## src/rtl/ovl_pkg.sv

```systemverilog
package ovl_pkg;

  typedef struct packed {
    logic [4:0] r;
    logic [5:0] g;
    logic [4:0] b;
  } rgb565_t;

  // control-to-datapath strobes
  typedef struct packed {
    logic captureBg;   // stage 0: a pixel is presented now
    logic loadStage;   // stage 1: blend the pixel held in the stage registers
    logic clearAlpha;  // stage 1: the held pixel lies in an empty cell
  } ovlStrobe_t;

endpackage

```

## src/rtl/ovl_ctrl.sv

```systemverilog
module ovl_ctrl
  import ovl_pkg::*;
#(
  parameter int COLS      = 10,
  parameter int ROWS      = 8,
  parameter int TILE_LOG2 = 5,
  parameter int IDX_W     = 7,
  parameter int PIX_W     = 9,
  parameter int TINT_W    = 16,
  localparam int NUM_CELLS = COLS * ROWS,
  localparam int CELL_AW   = $clog2(NUM_CELLS),
  localparam int ADDR_W    = IDX_W + 2 * TILE_LOG2
) (
  input  logic               clk,
  input  logic               rstN,
  input  logic               cellWrEn,
  input  logic [CELL_AW-1:0] cellWrAddr,
  input  logic [IDX_W-1:0]   cellWrTile,
  input  logic [TINT_W-1:0]  cellWrTint,
  input  logic               pixValid,
  input  logic [PIX_W-1:0]   pixX,
  input  logic [PIX_W-1:0]   pixY,
  output logic               bmpRdEn,
  output logic [ADDR_W-1:0]  bmpAddr,
  output ovlStrobe_t         strobe,
  output logic [TINT_W-1:0]  tintQ
);

  localparam int CRD_W = PIX_W - TILE_LOG2;
  localparam logic [IDX_W-1:0] EMPTY_IDX = '1;

  logic [IDX_W-1:0]  tileTab [NUM_CELLS];
  logic [TINT_W-1:0] tintTab [NUM_CELLS];

  logic [CRD_W-1:0]   cellCol, cellRow;
  logic               inRange, emptyCell;
  logic [CELL_AW-1:0] cellIdx;
  logic [IDX_W-1:0]   curTile;
  logic [TINT_W-1:0]  curTint;
  logic               wrOk;
  int                 cellLin;

  assign cellCol = pixX[PIX_W-1:TILE_LOG2];
  assign cellRow = pixY[PIX_W-1:TILE_LOG2];
  assign inRange = (int'(cellCol) < COLS) && (int'(cellRow) < ROWS);
  assign wrOk    = cellWrEn && (int'(cellWrAddr) < NUM_CELLS);

  always_comb begin
    cellLin = int'(cellRow) * COLS + int'(cellCol);
    cellIdx = CELL_AW'(cellLin);
    curTile = inRange ? tileTab[cellIdx] : EMPTY_IDX;
    curTint = inRange ? tintTab[cellIdx] : '0;
  end

  assign emptyCell = (curTile == EMPTY_IDX);
  // address goes out with the pixel so alpha is back for the blend stage
  assign bmpAddr   = {curTile, pixY[TILE_LOG2-1:0], pixX[TILE_LOG2-1:0]};
  assign bmpRdEn   = pixValid && !emptyCell;

  always_ff @(posedge clk) begin
    if (!rstN) begin
      for (int i = 0; i < NUM_CELLS; i++) begin
        tileTab[i] <= EMPTY_IDX;
        tintTab[i] <= '0;
      end
    end else if (wrOk) begin
      tileTab[cellWrAddr] <= cellWrTile;
      tintTab[cellWrAddr] <= cellWrTint;
    end
  end

  always_ff @(posedge clk) begin
    if (!rstN) begin
      strobe.loadStage  <= 1'b0;
      strobe.clearAlpha <= 1'b0;
      tintQ             <= '0;
    end else begin
      strobe.loadStage  <= pixValid;
      strobe.clearAlpha <= emptyCell;
      tintQ             <= curTint;
    end
  end

  assign strobe.captureBg = pixValid;

  // a cell just written empty must not trigger a bitmap read
  p_empty_write_r9: assert property (@(posedge clk) disable iff (!rstN)
    (cellWrEn && cellWrTile == EMPTY_IDX && int'(cellWrAddr) < NUM_CELLS)
      |=> !(pixValid && inRange && cellIdx == $past(cellWrAddr) && bmpRdEn));

  p_offscreen_no_read_r8: assert property (@(posedge clk) disable iff (!rstN)
    (pixValid && int'(pixX) >= (COLS << TILE_LOG2)) |-> !bmpRdEn);

endmodule

```

## src/rtl/ovl_datapath.sv

```systemverilog
module ovl_datapath
  import ovl_pkg::*;
#(
  parameter int LIGHT_W = 8,
  parameter int ALPHA_W = 4
) (
  input  logic               clk,
  input  logic               rstN,
  input  ovlStrobe_t         strobe,
  input  logic [15:0]        bgPixel,
  input  logic [LIGHT_W-1:0] lightLevel,
  input  logic [15:0]        tint,
  input  logic [ALPHA_W-1:0] bmpAlpha,
  output logic               outValid,
  output logic [15:0]        outPixel
);

  localparam int ALPHA_MAX = (1 << ALPHA_W) - 1;
  localparam int PROD_W    = LIGHT_W + 7;
  localparam int ACC_W     = ALPHA_W + 8;

  function automatic logic [5:0] scaleCh(logic [5:0] c, logic [LIGHT_W-1:0] lv);
    logic [PROD_W-1:0] prod;
    prod = PROD_W'(c) * (PROD_W'(lv) + PROD_W'(1));
    return 6'(prod >> LIGHT_W);
  endfunction

  function automatic logic [5:0] blendCh(logic [ALPHA_W-1:0] a, logic [5:0] f, logic [5:0] b);
    logic [ACC_W-1:0] acc;
    acc = ACC_W'(a) * ACC_W'(f)
        + ACC_W'(ALPHA_W'(ALPHA_MAX) - a) * ACC_W'(b)
        + ACC_W'(ALPHA_MAX / 2);
    return 6'(acc / ACC_W'(ALPHA_MAX));
  endfunction

  rgb565_t bgIn, bgScaled, bgQ, tintC, blended;
  logic [ALPHA_W-1:0] alphaEff;

  assign bgIn  = bgPixel;
  assign tintC = tint;

  always_comb begin
    bgScaled.r = 5'(scaleCh({1'b0, bgIn.r}, lightLevel));
    bgScaled.g = scaleCh(bgIn.g, lightLevel);
    bgScaled.b = 5'(scaleCh({1'b0, bgIn.b}, lightLevel));
  end

  always_ff @(posedge clk) begin
    if (!rstN)                 bgQ <= '0;
    else if (strobe.captureBg) bgQ <= bgScaled;
  end

  assign alphaEff = strobe.clearAlpha ? '0 : bmpAlpha;

  always_comb begin
    blended.r = 5'(blendCh(alphaEff, {1'b0, tintC.r}, {1'b0, bgQ.r}));
    blended.g = blendCh(alphaEff, tintC.g, bgQ.g);
    blended.b = 5'(blendCh(alphaEff, {1'b0, tintC.b}, {1'b0, bgQ.b}));
  end

  always_ff @(posedge clk) begin
    if (!rstN) begin
      outValid <= 1'b0;
      outPixel <= '0;
    end else begin
      outValid <= strobe.loadStage;
      if (strobe.loadStage) outPixel <= blended;
    end
  end

  p_full_alpha_r5: assert property (@(posedge clk) disable iff (!rstN)
    (strobe.loadStage && !strobe.clearAlpha && bmpAlpha == ALPHA_W'(ALPHA_MAX))
      |=> outPixel == $past(tint));

  p_zero_alpha_r7: assert property (@(posedge clk) disable iff (!rstN)
    (strobe.loadStage && (strobe.clearAlpha || bmpAlpha == '0))
      |=> outPixel == $past(bgQ));

  p_valid_follow_r2: assert property (@(posedge clk) disable iff (!rstN)
    strobe.loadStage |=> outValid);

  p_no_spurious_r2: assert property (@(posedge clk) disable iff (!rstN)
    !strobe.loadStage |=> !outValid);

  p_light_full_r6: assert property (@(posedge clk) disable iff (!rstN)
    (strobe.captureBg && lightLevel == '1) |=> bgQ == $past(bgPixel));

endmodule

```

## src/rtl/ovl_compositor.sv

```systemverilog
module ovl_compositor
  import ovl_pkg::*;
#(
  parameter int COLS      = 10,
  parameter int ROWS      = 8,
  parameter int TILE_LOG2 = 5,
  parameter int IDX_W     = 7,
  parameter int PIX_W     = 9,
  parameter int LIGHT_W   = 8,
  parameter int ALPHA_W   = 4,
  localparam int CELL_AW  = $clog2(COLS * ROWS),
  localparam int ADDR_W   = IDX_W + 2 * TILE_LOG2
) (
  input  logic               clk,
  input  logic               rstN,
  input  logic               cellWrEn,
  input  logic [CELL_AW-1:0] cellWrAddr,
  input  logic [IDX_W-1:0]   cellWrTile,
  input  logic [15:0]        cellWrTint,
  input  logic               pixValid,
  input  logic [PIX_W-1:0]   pixX,
  input  logic [PIX_W-1:0]   pixY,
  input  logic [15:0]        bgPixel,
  input  logic [LIGHT_W-1:0] lightLevel,
  output logic               bmpRdEn,
  output logic [ADDR_W-1:0]  bmpAddr,
  input  logic [ALPHA_W-1:0] bmpAlpha,
  output logic               outValid,
  output logic [15:0]        outPixel
);

  ovlStrobe_t  strobe;
  logic [15:0] tintQ;

  ovl_ctrl #(
    .COLS(COLS), .ROWS(ROWS), .TILE_LOG2(TILE_LOG2),
    .IDX_W(IDX_W), .PIX_W(PIX_W), .TINT_W(16)
  ) ctrl_i (
    .clk(clk), .rstN(rstN),
    .cellWrEn(cellWrEn), .cellWrAddr(cellWrAddr),
    .cellWrTile(cellWrTile), .cellWrTint(cellWrTint),
    .pixValid(pixValid), .pixX(pixX), .pixY(pixY),
    .bmpRdEn(bmpRdEn), .bmpAddr(bmpAddr),
    .strobe(strobe), .tintQ(tintQ)
  );

  ovl_datapath #(
    .LIGHT_W(LIGHT_W), .ALPHA_W(ALPHA_W)
  ) dp_i (
    .clk(clk), .rstN(rstN), .strobe(strobe),
    .bgPixel(bgPixel), .lightLevel(lightLevel),
    .tint(tintQ), .bmpAlpha(bmpAlpha),
    .outValid(outValid), .outPixel(outPixel)
  );

endmodule

```

## config.mk

```make
export PLATFORM = sky130hd
export DESIGN_NAME = ovl_compositor
export DESIGN_NICKNAME = d
export VERILOG_FILES = /design/src/rtl/ovl_pkg.sv /design/src/rtl/ovl_ctrl.sv /design/src/rtl/ovl_datapath.sv /design/src/rtl/ovl_compositor.sv
export SDC_FILE = /design/constraint.sdc
export NUM_CORES = 2
export LEC_CHECK = 0
export BUFFER_PORTS_ARGS = -buffer_cell sky130_fd_sc_hd__buf_2
export CAP_MARGIN = 20
export CORE_ASPECT_RATIO = 1.4
export CORE_MARGIN = 4
export CORE_UTILIZATION = 50
export CTS_CLUSTER_DIAMETER = 150
export DETAILED_ROUTE_END_ITERATION = 8
export PLACE_DENSITY_LB_ADDON = 0.12
export SLEW_MARGIN = 0
export SYNTH_ARGS = -nofsm -noshare
export SYNTH_HDL_FRONTEND = slang
export SYNTH_HIERARCHICAL = 1
export SYNTH_SLANG_ARGS = --single-unit
```

## constraint.sdc

```tcl
create_clock -name clk -period 12.3 [get_ports clk]
set_input_delay 0.615 -clock clk [delete_from_list [all_inputs] [get_ports clk]]
set_output_delay 0.615 -clock clk [all_outputs]
set_load 0.02 [all_outputs]
```

==> impl_metrics.env <==
export IMPL_postCtsSetupBuffers=0
export IMPL_crit_family="adder cells"
export IMPL_setup_tns_ns=0
export IMPL_synth_seq_cells=2995
export IMPL_leakage_nw=56.2
export IMPL_crit_slowest_cell="nor2b_1"
export IMPL_timing_fmax_mhz=100
export IMPL_cpMostUsedCell="fa_1"
export IMPL_ys_warn_count=6
export IMPL_slowest_delay_ns=0.72
export IMPL_die_area_mm2=0.288
export IMPL_hp_class="in -> reg"
export IMPL_clk_pin_slew_worst_paths_ns=0.07
export IMPL_post_route_period_util_pct=81.1
export IMPL_peakVddDrop_mv=0.381
export IMPL_tightest_slew_ns=1.22
export IMPL_ys_async_sr_fraction_pct=0
export IMPL_synth_edf_count=2944
export IMPL_yosysSeqAreaShare_pct=63.9
export IMPL_setup_viol=0
export IMPL_ys_top_cells_by_area="edfxtp_1, mux4_2, and2_1"
export IMPL_cts_resized=0
export IMPL_synth_compound_area_share_pct=2.57
export IMPL_fin_nets=10100
export IMPL_nFillCells=22000
export IMPL_dp_hpwl_mm=224
export IMPL_fin_ws_ns=2.32
export IMPL_grt_total_usage_pct=25.2
export IMPL_synthXorXnorAreaFrac_pct=0.490
export IMPL_h_tree_depth=5
export IMPL_wl_per_cell_um=26.4
export IMPL_status="completed"
export IMPL_p_per_area_mw_per_mm2=179
export IMPL_avgSynthCellArea_um2=16.1
export IMPL_synth_fa_ha_area_share_pct=3.39
export IMPL_routed_via_count=77800
export IMPL_io_buffers=94
export IMPL_initial_core_util_pct=50.3
export IMPL_synthSimpleGateAreaFrac_pct=11.8
export IMPL_syn2layout_area_growth_pct=12.6
export IMPL_synth_top_family_by_area="multiplexers"
export IMPL_end_kind="flop"
export IMPL_slew_headroom_pct=18.9
export IMPL_cts_tree="built"
export IMPL_cts_sinks=2995
export IMPL_finalHoldViolCount=0
export IMPL_postSynthCellCount=8670
export IMPL_synth_mux_area_share_pct=14.6
export IMPL_grt_max_degree=109
export IMPL_clock_latency_ns=0.89
export IMPL_drv_cap=0
export IMPL_cts_made_buffers=303
export IMPL_path_max_fanout=11
export IMPL_firstDrtPassIters=6
export IMPL_layout_drive_gt1_share_pct=18.1
export IMPL_hp_start="rstN"
export IMPL_antenna_left=0
export IMPL_worstSetupStartpointType="flop"
export IMPL_syn_cell_area_mm2=0.140
export IMPL_gr_total_overflow=0
export IMPL_rsz0062_at_grt="no"
export IMPL_cts_hold_buf=0
export IMPL_avgViaCountPerCell=5.71
export IMPL_skew_ns=0.0405
export IMPL_drt_total_wl_mm=361
export IMPL_yosys_cell_types_count=110
export IMPL_core_mm2=0.278
export IMPL_slew_violations=0
export IMPL_cts_root_buf="clkbuf_16"
export IMPL_dp_slack_ns=2.12
export IMPL_synth_top_area_share_pct=63.2
export IMPL_clock_path_buffers=4
export IMPL_critPathBufInv=5
export IMPL_arrival_ns=10.75
export IMPL_gp_congestion=0.831
export IMPL_critical_path_startpoint="ctrl_i/strobe[0]$_SDFF_PN0_"
export IMPL_drc=0
export IMPL_grt_antenna_before_repair=21
export IMPL_rows=229
export IMPL_drt_iter0_markers=7113
export IMPL_die_h_um=634
export IMPL_grt_pass1_vias=81800
export IMPL_multiInputGateArea_mm2=0.0505
export IMPL_grt_pass1_wl_mm=534
export IMPL_path_class="reg -> reg"
export IMPL_ios=115
export IMPL_r2r_start="ctrl_i/strobe[0]$_SDFF_PN0_"
export IMPL_min_period_ns=9.98
export IMPL_required_ns=13.07
export IMPL_synthFlopType="edfxtp_1"
export IMPL_register_area_mm2=0.0894
export IMPL_yosys_area_top_type="edfxtp_1"
export IMPL_dieWidth_um=455
-- per-layer routing --
layer	up-vias	track usage, %	routed length [um]
met5	-	0	21
met4	4	8.33	13000
met3	592	3.85	22600
met2	2441	44.5	189000
met1	40800	31.8	136000
li1	34000	-	-
-- report_power, final --
group	switching, mW	internal (mW)	leakage, nW
Combinational	4.41	2.70	22.5
Sequential	0.191	11.9	29.0
Clock	3.85	5.17	4.64
-- worst min-delay path, cell delays in order --
cell and delay (ns):
buf_6 0.18, o21ai_0 0.11, a31oi_1 0.04
-- placed cells by master (no fill, tap or decap), types with 51 or more instances in the layout --
| cell type | n |
|---|---|
| a21oi_1 | 91 |
| and2_1 | 1411 |
| buf_2 | 69 |
| buf_4 | 286 |
| clkbuf_1 | 60 |
| clkbuf_16 | 314 |
| clkinv_2 | 51 |
| conb_1 | 1107 |
| dfxtp_1 | 51 |
| edfxtp_1 | 2944 |
| fa_1 | 150 |
| ha_1 | 135 |
| inv_1 | 195 |
| mux2i_1 | 70 |
| mux4_2 | 857 |
| nand2_1 | 429 |
| nand3_1 | 113 |
| nor2_1 | 175 |
| o21ai_0 | 66 |
| o21ai_2 | 81 |
| or3_1 | 557 |
| xnor2_1 | 53 |
-- synthesized netlist by cell type (9+ instances only) --
cell type and instances:
buf_2 108, o21a_1 14, ha_1 136, and2_1 1412, buf_4 63, nand2b_1 35
o221ai_1 9, xor2_1 18, a31oi_1 26, mux2i_1 71, nand3_1 118, or3_1 557
nor2_1 182, a211o_1 11, edfxtp_1 2944, nand4_1 25, mux4_2 857, nand2_1 436
buf_1 10, a21oi_1 91, o211ai_1 18, buf_6 46, nor2b_1 31, a211oi_1 23
a32oi_1 10, a21o_1 27, o21ai_0 144, clkbuf_1 496, inv_1 195, and3_1 30
o21bai_1 9, dfxtp_1 51, buf_12 17, nor3_1 24, fa_1 151, mux2_2 11
xnor2_1 54, a311oi_1 14
-- flip-flops by register name, summed over array words and instances (netlist names) --
name            count
dp_i/outPixel      16
dp_i/outValid       1
ctrl_i/tintQ       16
ctrl_i/strobe       2
dp_i/bgQ           16
ctrl_i/tileTab    896
ctrl_i/tintTab   2048
-- metrics by stage --
stage	hold WS (ns)	util (%)	instance area (um2)	cells	power (mW)
floorplan	0.485	-	144000	9774	17.2
global placement	0.477	53.2	148000	13100	19.1
detailed placement	0.481	53.2	148000	13100	19.4
CTS	0.0943	56.6	157000	13600	28.4
global route	0.135	56.6	157000	13600	29.5
finish	0.144	56.6	157000	13600	28.2
-- path summary, 6_finish.rpt --
path                                                      end  slack [ns]  depth (start not counted)
worst max-delay path            dp_i/outPixel[5]$_SDFFE_PN0P_        2.32                         30
worst min-delay path            dp_i/outPixel[2]$_SDFFE_PN0P_        0.14                          3
worst max register to register  dp_i/outPixel[5]$_SDFFE_PN0P_        2.32                         30
worst min register to register  dp_i/outPixel[4]$_SDFFE_PN0P_        0.49                          2
-- cells by family after synthesis --
group,Yosys count
flip-flops,2995
AND/OR/NAND/NOR,2897
multiplexers,948
buffers and inverters,942
AO/OA/AOI/OAI,522
adder cells (fa/ha/maj),288
XOR/XNOR,75
other,3
-- cell type report --
cell class	instances	area share (%)
antenna	15	0.0238
clock buffer	374	5.13
clock inverter	145	0.859
multi-input combinational	5837	32.0
tap	3696	2.94
timing repair buffer	374	1.77
inverter	197	0.470
sequential	2995	56.8
Power figures use the tool's default switching activity.
